==> config.mk <==
export PLATFORM = sky130hd
export DESIGN_NAME = phy_resume_rx
export DESIGN_NICKNAME = d
export VERILOG_FILES = /design/src/rtl/phy_resume_pkg.sv /design/src/rtl/phy_resume_seq.sv /design/src/rtl/phy_resume_check.sv /design/src/rtl/phy_resume_ports.sv /design/src/rtl/phy_resume_rx.sv
export SDC_FILE = /design/constraint.sdc
export NUM_CORES = 1
export LEC_CHECK = 0
export ABC_AREA = 0
export ABC_CLOCK_PERIOD_IN_PS = 2100
export BUFFER_PORTS_ARGS = -buffer_cell sky130_fd_sc_hd__buf_2
export CAP_MARGIN = 20
export CORE_MARGIN = 2
export CORE_UTILIZATION = 50
export CTS_CLUSTER_SIZE = 24
export DETAILED_ROUTE_END_ITERATION = 12
export PLACE_DENSITY = 0.75
export SLEW_MARGIN = 20
export SYNTH_ARGS = -nofsm -noshare
export SYNTH_HDL_FRONTEND = slang
export SYNTH_SLANG_ARGS = --single-unit
export TNS_END_PERCENT = 20
==> constraint.sdc <==
create_clock -name clk -period 2.1 [get_ports clk]
set_clock_uncertainty 0.2 [all_clocks]
set_input_delay 0.42 -clock clk [delete_from_list [all_inputs] [get_ports clk]]
set_output_delay 0.42 -clock clk [all_outputs]
set_load 0.005 [all_outputs]
==> src/rtl/phy_resume_pkg.sv <==
package phy_resume_pkg;

    localparam int QW = 32;

    // header field positions (bit 31 is header bit 0)
    localparam int TAG_HI   = 31;
    localparam int TAG_LO   = 30;
    localparam int NODE_HI  = 29;
    localparam int NODE_LO  = 24;
    localparam int PADA_HI  = 23;
    localparam int PADA_LO  = 22;
    localparam int KIND_HI  = 21;
    localparam int KIND_LO  = 18;
    localparam int PADB_HI  = 17;

    localparam logic [1:0] TAG_VALUE   = 2'b01;
    localparam logic [3:0] KIND_RESUME = 4'hF;

    typedef enum logic [0:0] {
        ST_HEAD  = 1'b0,
        ST_CHECK = 1'b1
    } rx_state_e;

    typedef struct packed {
        logic pair_ok;
        logic hdr_ok;
        logic is_resume;
    } verdict_t;

endpackage

==> src/rtl/phy_resume_seq.sv <==
module phy_resume_seq
    import phy_resume_pkg::*;
(
    input  logic          clk,
    input  logic          rst_n,
    input  logic          q_valid,
    input  logic [QW-1:0] q_data,
    output logic [QW-1:0] head_q,
    output logic          pair_fire
);

    rx_state_e state_q;
    rx_state_e state_d;

    // state register
    always_ff @(posedge clk) begin
        if (!rst_n) begin
            state_q <= ST_HEAD;
            head_q  <= '0;
        end else begin
            state_q <= state_d;
            if (state_q == ST_HEAD && q_valid) begin
                head_q <= q_data;
            end
        end
    end

    // next state and outputs
    always_comb begin
        state_d   = state_q;
        pair_fire = 1'b0;
        unique case (state_q)
            ST_HEAD: begin
                if (q_valid) begin
                    state_d = ST_CHECK;      // HEAD_TO_CHECK
                end
            end
            ST_CHECK: begin
                if (q_valid) begin
                    pair_fire = 1'b1;
                    state_d   = ST_HEAD;     // CHECK_TO_HEAD
                end
            end
            default: state_d = ST_HEAD;
        endcase
    end

    AST_RETURN_TO_HEAD: assert property (@(posedge clk) disable iff (!rst_n)
        pair_fire |=> (state_q == ST_HEAD));

    AST_IDLE_HOLDS: assert property (@(posedge clk) disable iff (!rst_n)
        !q_valid |=> $stable(state_q));

    AST_HEAD_CAPTURED: assert property (@(posedge clk) disable iff (!rst_n)
        (state_q == ST_CHECK && !q_valid) |=> $stable(head_q));

endmodule

==> src/rtl/phy_resume_check.sv <==
module phy_resume_check
    import phy_resume_pkg::*;
(
    input  logic [QW-1:0] head,
    input  logic [QW-1:0] tail,
    output verdict_t      verdict
);

    logic tag_ok;
    logic pad_ok;

    always_comb begin
        tag_ok = (head[TAG_HI:TAG_LO] == TAG_VALUE);
        pad_ok = (head[PADA_HI:PADA_LO] == 2'b00) && (head[PADB_HI:0] == '0);
        verdict.pair_ok   = (tail == ~head);
        verdict.hdr_ok    = tag_ok && pad_ok;
        verdict.is_resume = (head[KIND_HI:KIND_LO] == KIND_RESUME);
    end

endmodule

==> src/rtl/phy_resume_ports.sv <==
module phy_resume_ports
    import phy_resume_pkg::*;
#(
    parameter int NPORTS = 2
) (
    input  logic              clk,
    input  logic              rst_n,
    input  logic              fire,
    input  verdict_t          verdict,
    input  logic [NPORTS-1:0] port_conn,
    input  logic [NPORTS-1:0] port_susp,
    output logic [NPORTS-1:0] resume_q,
    output logic              err_q
);

    logic              good;
    logic              act;
    logic [NPORTS-1:0] want;

    always_comb begin
        good = verdict.pair_ok && verdict.hdr_ok;
        act  = fire && good && verdict.is_resume;
    end

    for (genvar gi = 0; gi < NPORTS; gi++) begin : g_port
        always_comb begin
            want[gi] = act && port_conn[gi] && port_susp[gi];
        end
    end

    always_ff @(posedge clk) begin
        if (!rst_n) begin
            resume_q <= '0;
            err_q    <= 1'b0;
        end else begin
            resume_q <= want;
            err_q    <= fire && !good;
        end
    end

    AST_ERR_NO_RESUME: assert property (@(posedge clk) disable iff (!rst_n)
        err_q |-> (resume_q == '0));

    AST_RESUME_ONE_CYCLE: assert property (@(posedge clk) disable iff (!rst_n)
        (|resume_q) |=> (resume_q == '0));

    AST_ERR_ONE_CYCLE: assert property (@(posedge clk) disable iff (!rst_n)
        err_q |=> !err_q);

    AST_MASKED_PORTS: assert property (@(posedge clk) disable iff (!rst_n)
        (|resume_q) |-> ((resume_q & ~($past(port_conn) & $past(port_susp))) == '0));

endmodule

==> src/rtl/phy_resume_rx.sv <==
module phy_resume_rx
    import phy_resume_pkg::*;
#(
    parameter int NPORTS = 2
) (
    input  logic              clk,
    input  logic              rst_n,
    input  logic              q_valid,
    input  logic [31:0]       q_data,
    input  logic [NPORTS-1:0] port_conn,
    input  logic [NPORTS-1:0] port_susp,
    output logic [NPORTS-1:0] resume_pulse,
    output logic              pkt_err
);

    logic [QW-1:0] head_q;
    logic          pair_fire;
    verdict_t      verdict;

    phy_resume_seq u_seq (
        .clk       (clk),
        .rst_n     (rst_n),
        .q_valid   (q_valid),
        .q_data    (q_data),
        .head_q    (head_q),
        .pair_fire (pair_fire)
    );

    phy_resume_check u_check (
        .head    (head_q),
        .tail    (q_data),
        .verdict (verdict)
    );

    phy_resume_ports #(.NPORTS(NPORTS)) u_ports (
        .clk       (clk),
        .rst_n     (rst_n),
        .fire      (pair_fire),
        .verdict   (verdict),
        .port_conn (port_conn),
        .port_susp (port_susp),
        .resume_q  (resume_pulse),
        .err_q     (pkt_err)
    );

    AST_OUT_AFTER_QUADLET: assert property (@(posedge clk) disable iff (!rst_n)
        ((|resume_pulse) || pkt_err) |-> $past(q_valid));

    AST_ERR_NEEDS_BAD: assert property (@(posedge clk) disable iff (!rst_n)
        pkt_err |-> !$past(verdict.pair_ok && verdict.hdr_ok));

endmodule

# == Yosys cells after proc, flatten, opt, wreduce, memory -nomap -nowiden ==
# Index checks and enable logic that the tools add are counted.
# word_totals
regBits,36
inputBits,39
out_inout_bits,3
elab_cells,27
# op_classes
n_eq_ne,3
n_mux,4
n_bitwise,2
n_reduce_logical,14
# op_table
operator,count
32-bit == test,1
32-bit NOT,1
18-bit zero test,1
1-bit logical AND,11
4-bit == test (second input constant),1
1-bit two-way mux,3
2-bit by 1-bit == test with 1-bit output (second input constant),1
2-bit zero test,1
1-bit one-hot mux with 2 select lines,1
1-bit zero test,1
1-bit NOT,1

# == Depth between registers and ports, before layout ==
# Gate-level depths: netlist (run 1).
# depth
depth_word,8
depth_mapped,6
mapped_depth_nobuf,5

# == By module ==
# A second synthesis (run 1) with hierarchy kept.
# hier_totals
hier_cells,169
hier_area_um2,1800.5
# by_module_without_submodules
module,instances,cells_per_inst,area_each_um2,seq_area_each_um2
phy_resume_seq,1,108,1298.7,660.6
phy_resume_check,1,51,409.1,0.0
phy_resume_ports,1,10,92.6,60.1

# == Worst setup path before layout (run 1) ==
# OpenSTA, ideal clock, no wires.
# synth_path
kind,input to register
from,in q_data[6]
to,reg u_ports.resume_q[0]
setup_time_ps,61
arrival_time_ps,1547
required_ps,1839
path_slack_ps,292
cell_stages,5
n_path_buf,0
path_cell_list,nor4b_1 -> nand4_1 -> or3_1 -> nor4_2 -> and4_1
# synth_via
elab_chain_cells,6
# synth_rtl
item,line,text
from (decl),phy_resume_rx.sv:9,"input logic [31:0] q_data,"
32-bit == test,phy_resume_check.sv:15,verdict.pair_ok = (tail == ~head);
1-bit logical AND,phy_resume_ports.sv:21,good = verdict.pair_ok && verdict.hdr_ok;
1-bit logical AND (2 in a row),phy_resume_ports.sv:22,act = fire && good && verdict.is_resume;
1-bit logical AND (2 in a row),phy_resume_ports.sv:27,want[gi] = act && port_conn[gi] && port_susp[gi];
to (signal assigned),phy_resume_ports.sv:36,resume_q <= want;
to (decl),phy_resume_ports.sv:12,"output logic [NPORTS-1:0] resume_q,"
# No other way between the ends.
# A chain may end at the register's enable or synchronous reset.

# == Worst setup path in the final report (run 1) ==
# layout_path
from,reg u_seq.head_q[5]
to,reg u_ports.resume_q[1]
# layout_via
elab_chain_cells,8
word_cells_on_any_way,10
classes_between,1 x eq/ne; 1 x bitwise; 8 x reduce/logical
# layout_rtl
item,line,text
from (decl),phy_resume_seq.sv:8,"output logic [QW-1:0] head_q,"
from (signal assigned),phy_resume_seq.sv:23,head_q <= q_data;
18-bit zero test,phy_resume_check.sv:14,pad_ok = (head[PADA_HI:PADA_LO] == 2'b00) && (head[PADB_HI:0] == '0);
1-bit logical AND,phy_resume_check.sv:14,
1-bit logical AND,phy_resume_check.sv:16,verdict.hdr_ok = tag_ok && pad_ok;
1-bit logical AND *,phy_resume_ports.sv:21,
1-bit logical AND * (2 in a row),phy_resume_ports.sv:22,
1-bit logical AND * (2 in a row),phy_resume_ports.sv:27,
# Mark *: on every way between the ends. The rest lies on a longest branch, timed or not.

==> results.json, run 1 <==
{
  "status": "completed",
  "die_width_um": 62.6,
  "area_growth_pct": 19.5,
  "dr_total_vias": 1271,
  "slew_headroom_pct": 73.5,
  "cts_inserted_buffers": 5,
  "min-delay-start": "port_conn[0]",
  "synth.avg_cell_area_um2": 10.6,
  "slew_violations": 0,
  "tns_ns": 0,
  "yosysSeqAreaShare_pct": 42.0,
  "worstPathArrival_ns": 2.06,
  "hold_ws_ns": 0.135,
  "irDropWorstVdd_mv": 0.430,
  "die_h_um": 62.6,
  "cp_max_fo": 4,
  "drive_gt1_share_pct": 27.2,
  "worstMarginPinSlew_ns": 0.394,
  "end_kind": "register",
  "ios": 42,
  "grt_pass1_wl_mm": 5.69,
  "cts_tree": "yes",
  "antenna_found_initial": 0,
  "crit_type": "register to register",
  "initial_core_util_pct": 51.8,
  "min_path_cells": 2,
  "cts_sinks": 36,
  "critPathMaxStageDelay_ns": 0.36,
  "critPathSlowestCell": "dfxtp_1",
  "r2r-end": "u_ports.resume_q[1]",
  "core_um2": 3310,
  "ys_ff_latch": 36,
  "final_cells": 252,
  "grt_max_degree": 33,
  "fin_nets": 246,
  "r2r-start": "u_seq.head_q[5]",
  "worstPathCellList": "nor4b_2 -> nand4_1 -> or3_1 -> nor4_2 -> and4_1",
  "rows": 21,
  "cts_root_buf": "clkbuf_4",
  "postRouteAntennaNets": 0,
  "first_pass_iters": 4,
  "ys_warn_count": 0,
  "holdBufCountCts": 0,
  "power_leakage_nw": 0.830,
  "power_density_nw_per_um2": 683,
  "portBuffers": 41,
  "period_share_pct": 94.7,
  "placed_area_um2": 1980,
  "viasPerCell": 5.04,
  "rrSetupSlack_ns": 0.11,
  "grt_overflow": 0,
  "grt.total_usage_pct": 18.1,
  "fin_crit_ns": 1.99,
  "fmax_mhz": 503,
  "grt_pass1_vias": 1301,
  "synth.distinct_cells": 28,
  "dpl.hpwl_mm": 2.61,
  "setup_violations": 0,
  "place.gp.congestion": 0.813,
  "nFillCells": 301,
  "netlist_area_um2": 1710,
  "reg2regPathDepth": 5,
  "drv_cap": 0,
  "path_clk_slew_ns": 0.10,
  "postRouteWirelength_mm": 3.35,
  "cts_max_path_buffers": 2,
  "dp.cells": 244,
  "syn_nets": 203,
  "clkLatencyLatePin_ns": 0.32,
  "hold_end": "u_ports.resume_q[0]",
  "diodes": 0,
  "fin_area_um2": 2050,
  "required_ns": 2.17,
  "wl_per_cell_um": 13.3,
  "start_kind": "register",
  "min_path_type": "input pin to register",
  "syn-instance-count": 162,
  "hold_viol_final": 0,
  "cts_htree_levels": 2,
  "drc": 0,
  "drt-initial-drc-count": 24,
  "die_area_um2": 3910
}
-- logic make-up (layout without fill, tap and decap cells) --
family / after synthesis / count (layout) / synth area share [%]
AND/OR/NAND/NOR: 59 / 59 / 23.5
flip-flops: 36 / 36 / 42.0
multiplexers: 32 / 32 / 18.7
XOR/XNOR: 21 / 21 / 10.7
buffers and inverters: 8 / 52 / 1.97
AO/OA/AOI/OAI: 4 / 4 / 1.61
adder cells (fa/ha/maj): 2 / 2 / 1.46
-- worst max-delay path, delay by kind of cell (launching register included) --
| family | cells | cell delay, ns |
|---|---|---|
| and+or+nand+nor | 5 | 1.38 |
| DFF | 1 | 0.36 |
-- worst max-delay path by stage --
stage                               start                   to  slack (ns)  cells past startpoint
after global placement          q_data[6]  u_ports.resume_q[1]        0.08                      6
after detailed placement        q_data[6]  u_ports.resume_q[1]       -0.02                      6
after floorplan                 q_data[6]  u_ports.resume_q[0]        0.29                      5
after global routing      u_seq.head_q[5]  u_ports.resume_q[1]       -0.06                      5
after CTS                 u_seq.head_q[2]  u_ports.resume_q[1]        0.07                      5
final                     u_seq.head_q[5]  u_ports.resume_q[1]        0.11                      5
-- synth_stat cells, drive strengths merged --
cell | number | area share (%)
dfxtp | 36 | 42
nor2b | 33 | 12
mux2i | 32 | 19
xnor2 | 20 | 10
nor4 | 8 | 3.3
clkbuf | 4 | 0.88
buf | 3 | 0.88
nand3 | 3 | 1.2
nor2 | 3 | 0.66
and4 | 2 | 1.0
ha | 2 | 1.5
nand4 | 2 | 0.73
nor4b | 2 | 1.4
a22oi | 1 | 0.44
and4b | 1 | 0.58
inv | 1 | 0.22
nand2 | 1 | 0.22
nand3b | 1 | 1.2
nor3 | 1 | 0.29
o21ai | 1 | 0.29
o22ai | 1 | 0.37
o2bb2ai | 1 | 0.51
or3 | 1 | 0.37
or4b | 1 | 0.58
xor2 | 1 | 0.51
-- where the power goes --
| part | switching (W) | total (W) | internal (W) |
|---|---|---|---|
| clock | 0.000209 | 0.000375 | 0.000165 |
| sequential | 0.0000361 | 0.000764 | 0.000728 |
| combinational | 0.000116 | 0.000260 | 0.000144 |
-- layout by cell type (no fill, tap or decap), drive strengths merged --
cell type / synthesis / routed
buf: 3 / 43
dfxtp: 36 / 36
nor2b: 33 / 33
mux2i: 32 / 32
xnor2: 20 / 20
nor4: 8 / 8
clkbuf: 4 / 8
nor2: 3 / 3
nand3: 3 / 3
nor4b: 2 / 2
nand4: 2 / 2
and4: 2 / 2
ha: 2 / 2
xor2: 1 / 1
nand3b: 1 / 1
and4b: 1 / 1
or3: 1 / 1
nor3: 1 / 1
a22oi: 1 / 1
o21ai: 1 / 1
o2bb2ai: 1 / 1
o22ai: 1 / 1
or4b: 1 / 1
nand2: 1 / 1
inv: 1 / 1
-- cell type report --
class / count / area [µm²] / share of cell area [%]
multi-input cells: 118 / 975 / 47.6
well taps: 46 / 57.6 / 2.81
flip-flops and latches: 36 / 721 / 35.2
clock buffers: 8 / 58.8 / 2.87
repair buffers: 43 / 233 / 11.4
inverters: 1 / 3.75 / 0.183
-- repair_timing --
item                                    CTS  global route
buffers inserted                          0             0
resized for setup                         0             2
endpoints found under the setup margin    0             3
-- through the flow --
stage	util [%]	setup slack [ns]	power [W]
3_5_place_dp	59.7	-0.0211	0.00104
5_1_grt	61.9	-0.0600	0.00147
2_1_floorplan	-	0.292	0.000944
3_3_place_gp	59.7	0.0828	0.00103
4_1_cts	61.5	0.0687	0.00141
6_report	61.9	0.112	0.00140
-- layer usage --
layer	vias up	global-route usage, %	routed length [µm]
met5	-	0	0
met4	0	5.00	34
met3	5	3.78	122
met2	23	32.3	1740
met1	592	21.9	1460
li1	651	-	-
-- registers in the layout, summed over array words and instances (netlist names) --
name              cells
u_ports.err_q         1
u_ports.resume_q      2
u_seq.head_q         32
u_seq.state_q         1
Note: power is estimated with default switching activity, not from simulation.
==> inputs of run 2 (changes only) <==
--- a/config.mk
+++ b/config.mk
@@ -9,6 +9,7 @@
 export ABC_CLOCK_PERIOD_IN_PS = 2100
 export BUFFER_PORTS_ARGS = -buffer_cell sky130_fd_sc_hd__buf_2
 export CAP_MARGIN = 20
+export CORE_ASPECT_RATIO = 0.9
 export CORE_MARGIN = 2
 export CORE_UTILIZATION = 50
 export CTS_CLUSTER_SIZE = 24
==> run 2 against run 1 <==
  * Sequential share of layout area is 0.38 points lower
  * Combinational power hardly changed
  * Cell area is 1.1% higher
  * Wire length is 3.6% higher
  * Critical path depth stayed put
  * Via count hardly changed
  * Worst hold slack better by 0.057 ns
  * First-iteration DRC count grew to 2.5 times the previous value
  * Non-clock buffer count stayed put
  * Critical endpoint is now u_ports.resume_q[0]
  * Highest routed layer unchanged
==> results.json, run 2 (synthesis gave the netlist of run 1 again) <==
{
  "final_cells": 249,
  "ios": 42,
  "hold_viol_final": 0,
  "grt.total_usage_pct": 19.2,
  "fin_nets": 246,
  "required_ns": 2.12,
  "cts_sinks": 36,
  "area_growth_pct": 20.8,
  "multiInputGateArea_um2": 981,
  "path_buf_inv": 0,
  "grt_pass1_vias": 1233,
  "regArea_um2": 721,
  "placed_area_um2": 1970,
  "rows": 20,
  "path_clk_slew_ns": 0.07,
  "final_cell_mix": "buf_2 (41), dfxtp_1 (36), nor2b_1 (33), mux2i_1 (32), xnor2_1 (20)",
  "min-delay-start": "port_conn[1]",
  "nFillCells": 285,
  "drt-initial-drc-count": 61,
  "worstPathArrival_ns": 2.03,
  "die_width_um": 65.7,
  "rrSetupSlack_ns": 0.09,
  "first_pass_iters": 5,
  "drc": 0,
  "critPathSlowestCell": "or3_1",
  "wl_per_cell_um": 14.0,
  "largest_register_ffs": 32,
  "fmax_mhz": 498,
  "dr_total_vias": 1270,
  "cts_tree": "yes",
  "reg_top3": "u_seq.head_q (32), u_ports.resume_q (2)",
  "diodes": 0,
  "r2r-start": "u_seq.head_q[9]",
  "place.gp.congestion": 0.743,
  "period_share_pct": 95.5,
  "cp_max_fo": 3,
  "cts_root_buf": "clkbuf_8",
  "min_path_type": "input pin to register",
  "critPathMaxStageDelay_ns": 0.40,
  "die_area_um2": 3910,
  "fin_util_pct": 62.2,
  "viasPerCell": 5.10,
  "crit_start": "u_seq.head_q[9]",
  "die_h_um": 59.5,
  "grt_max_degree": 34,
  "clkLatencyLatePin_ns": 0.28,
  "fin_area_um2": 2070,
  "portBuffers": 41,
  "initial_core_util_pct": 51.5,
  "slew_headroom_pct": 72.7,
  "postRouteAntennaNets": 0,
  "grt_overflow": 0,
  "power_density_nw_per_um2": 715,
  "fin_crit_ns": 2.01,
  "setup_violations": 0,
  "layout_commonest_cell": "buf_2",
  "power_w": 0.00148,
  "postRouteWirelength_mm": 3.48,
  "cts_htree_levels": 2,
  "worstMarginPinSlew_ns": 0.406,
  "cts_inserted_buffers": 5,
  "dpl.hpwl_mm": 2.56,
  "largest_register": "u_seq.head_q",
  "grt_pass1_wl_mm": 5.59,
  "status": "completed",
  "hold_ws_ns": 0.191,
  "cts_max_path_buffers": 2,
  "antenna_found_initial": 0,
  "end_kind": "register",
  "rsz0062_at_grt": "no",
  "power_leakage_nw": 0.839,
  "core_um2": 3330,
  "drive_gt1_share_pct": 27.8,
  "worstPathCellList": "nor4b_2 -> nand3_1 -> or3_1 -> nor4_2 -> and4_1",
  "postCtsSetupBuffers": 0,
  "dp.cells": 242,
  "irDropWorstVdd_mv": 0.349,
  "crit_type": "register to register",
  "critPathTopFamily": "simple AND/OR/NAND/NOR gates",
  "drv_cap": 0,
  "start_kind": "register",
  "slew_violations": 0
}
run 2: area by class of cell:
class,count,share of cell area (%)
tap,44,2.66
clock inverter,1,0.242
multi-input combinational,118,47.4
timing repair buffer,43,11.2
clock buffer,6,3.50
inverter,1,0.181
sequential,36,34.8
run 2: worst paths after layout:
check                              to  cells past startpoint
setup / recovery  u_ports.resume_q[0]                      5
hold / removal    u_ports.resume_q[1]                      2
setup reg to reg  u_ports.resume_q[0]                      5
hold reg to reg      u_seq.head_q[15]                      2
run 2: through the flow:
stage          setup slack (ns)  setup TNS [ns]
6_report                 0.0935               0
5_1_grt                  0.0166               0
4_1_cts                  0.0707               0
3_5_place_dp           -0.00733        -0.00733
3_3_place_gp             0.0700               0
2_1_floorplan             0.292               0
run 2: metal layers:
metal	track usage (%)	vias to the layer above	wire length, µm
li1	-	647	-
met1	23.0	587	1570
met2	32.3	30	1700
met3	6.27	6	168
met4	7.14	0	37
met5	0	-	0
run 2: worst reg2reg max path: cells and delay by family, from the launching register on:
family,cells,cell delay [ns]
simple gates,5,1.40
flops,1,0.35
run 2: power breakdown:
part	internal [W]	leakage [nW]	switching, W
sequential	0.000728	0.296	0.0000389
combinational	0.000145	0.503	0.000115
clock	0.000225	0.0410	0.000229
total	0.00110	0.839	0.000383
run 2: timing repair:
action                                  in CTS  in global routing
endpoints found under the setup margin       0                  2
gates resized for setup                      0                  3
hold buffers                                 0                  0
endpoints found under the hold margin        0                  0
==> inputs of run 3 (changes only) <==
--- a/config.mk
+++ b/config.mk
@@ -14,7 +14,9 @@
 export CORE_UTILIZATION = 50
 export CTS_CLUSTER_SIZE = 24
 export DETAILED_ROUTE_END_ITERATION = 12
+export GPL_TIMING_DRIVEN = 0
 export PLACE_DENSITY = 0.75
+export SETUP_SLACK_MARGIN = 0.2
 export SLEW_MARGIN = 20
 export SYNTH_ARGS = -nofsm -noshare
 export SYNTH_HDL_FRONTEND = slang
==> run 3 against run 2 <==
  * First-iteration DRC count shrank 51%
  * Clock-buffer cell count increased by 2
  * Die area is the same
  * Fmax is 5.4% higher
  * Non-clock buffer count grew 5
  * Flip-flop and latch count unchanged
  * Via count up 1.7%
  * Worst setup slack improved by 0.10 ns
  * Critical endpoint is now u_ports.resume_q[1]
  * Clock power grew 7.9%
  * Critical path depth is the same
  * Worst hold slack gained 0.0077 ns
  * Cell area grew 1.9%
==> results.json, run 3 (synthesis gave the netlist of run 1 again) <==
{
  "cts_tree": "yes",
  "clkLatencyLatePin_ns": 0.28,
  "fin_nets": 251,
  "reg_top3": "u_seq.head_q (32), u_ports.resume_q (2)",
  "period_share_pct": 90.6,
  "nFillCells": 283,
  "grt_pass1_wl_mm": 5.76,
  "cts_root_buf": "clkbuf_8",
  "setup_violations": 0,
  "power_w": 0.00152,
  "drc": 0,
  "worstPathCellList": "nor4b_2 -> nand3_1 -> or3_4 -> nor4_4 -> and4_1",
  "cts_inserted_buffers": 5,
  "place.gp.congestion": 0.733,
  "power_density_nw_per_um2": 721,
  "final_cell_mix": "buf_2 (44), nor2b_1 (33), dfxtp_1 (33), mux2i_1 (32), xnor2_1 (20)",
  "postRouteWirelength_mm": 3.53,
  "portBuffers": 41,
  "end_kind": "register",
  "viasPerCell": 5.06,
  "wl_per_cell_um": 13.8,
  "min_path_type": "input pin to register",
  "die_area_um2": 3910,
  "crit_type": "register to register",
  "drt-initial-drc-count": 30,
  "rows": 20,
  "slew_headroom_pct": 73.3,
  "regArea_um2": 724,
  "die_width_um": 65.7,
  "postRouteAntennaNets": 0,
  "critPathSlowestCell": "or3_4",
  "grt.total_usage_pct": 20.2,
  "path_clk_slew_ns": 0.07,
  "path_buf_inv": 0,
  "critPathTopFamily": "simple AND/OR/NAND/NOR gates",
  "grt_pass1_vias": 1336,
  "dpl.hpwl_mm": 2.79,
  "dr_total_vias": 1291,
  "largest_register_ffs": 32,
  "drv_cap": 0,
  "cts_sinks": 36,
  "area_growth_pct": 23.1,
  "worstMarginPinSlew_ns": 0.396,
  "initial_core_util_pct": 51.5,
  "fmax_mhz": 526,
  "hold_viol_final": 0,
  "grt_use_met3_pct": 5.70,
  "grt_overflow": 0,
  "start_kind": "register",
  "cts_htree_levels": 2,
  "worstPathArrival_ns": 1.93,
  "use_met1_pct": 21.5,
  "fin_util_pct": 63.4,
  "slew_violations": 0,
  "holdBufCountCts": 0,
  "met2_usage_pct": 35.5,
  "cp_max_fo": 3,
  "die_h_um": 59.5,
  "multiInputGateArea_um2": 1000,
  "diodes": 0,
  "status": "completed",
  "hold_ws_ns": 0.199,
  "power_leakage_nw": 0.863,
  "top_usage_layer": "met2",
  "first_pass_iters": 4,
  "rsz0062_at_grt": "yes",
  "fin_crit_ns": 1.90,
  "layout_commonest_cell": "buf_2",
  "ios": 42,
  "core_um2": 3330,
  "required_ns": 2.13,
  "critPathMaxStageDelay_ns": 0.41,
  "largest_register": "u_seq.head_q",
  "grt_max_degree": 11,
  "tns_ns": 0,
  "irDropWorstVdd_mv": 0.401,
  "postCtsSetupBuffers": 0,
  "antenna_found_initial": 0,
  "drive_gt1_share_pct": 28.9,
  "cts_max_path_buffers": 2
}
## run 3: repair_timing
action | 4_1_cts | 5_1_grt
resized for setup | 3 | 6
endpoints found under the setup margin | 3 | 3
pin swaps | 0 | 3
## run 3: path summary, 6_finish.rpt
path | slack (ns) | end | from | depth (start not counted)
worst max-delay path | 0.20 | u_ports.resume_q[1] | u_seq.head_q[13] | 5
worst max register to register | 0.20 | u_ports.resume_q[1] | u_seq.head_q[13] | 5
worst min-delay path | 0.20 | u_ports.resume_q[0] | port_susp[0] | 2
worst min register to register | 0.32 | u_seq.head_q[14] | u_seq.head_q[14] | 2
## run 3: routing by layer
layer	routed length [µm]	share of wire [%]
met1	1460	41
met4	90	2.6
met3	173	4.9
met2	1810	51
met5	0	0
## run 3: cell type report
cell class                 count  area share [%]
timing repair buffer          41            9.73
sequential                    36            34.3
tap                           44            2.61
clock buffer                   8            4.27
multi-input combinational    118            47.4
buffer                         7            1.42
inverter                       1           0.178
## run 3: report_power, final
part           internal, W  leakage, nW  switching, W
Clock             0.000267       0.0455      0.000223
Sequential        0.000729        0.297     0.0000396
Combinational     0.000143        0.521      0.000119
Total              0.00114        0.863      0.000382
## run 3: through the flow
| stage | setup slack (ns) | cells | area (µm²) |
|---|---|---|---|
| after floorplan | 0.292 | 162 | 1710 |
| after global routing | 0.0706 | 255 | 2110 |
| after global placement | -0.0683 | 247 | 1970 |
| after detailed placement | -0.0818 | 247 | 1970 |
| after CTS | 0.123 | 255 | 2090 |
| final | 0.197 | 255 | 2110 |
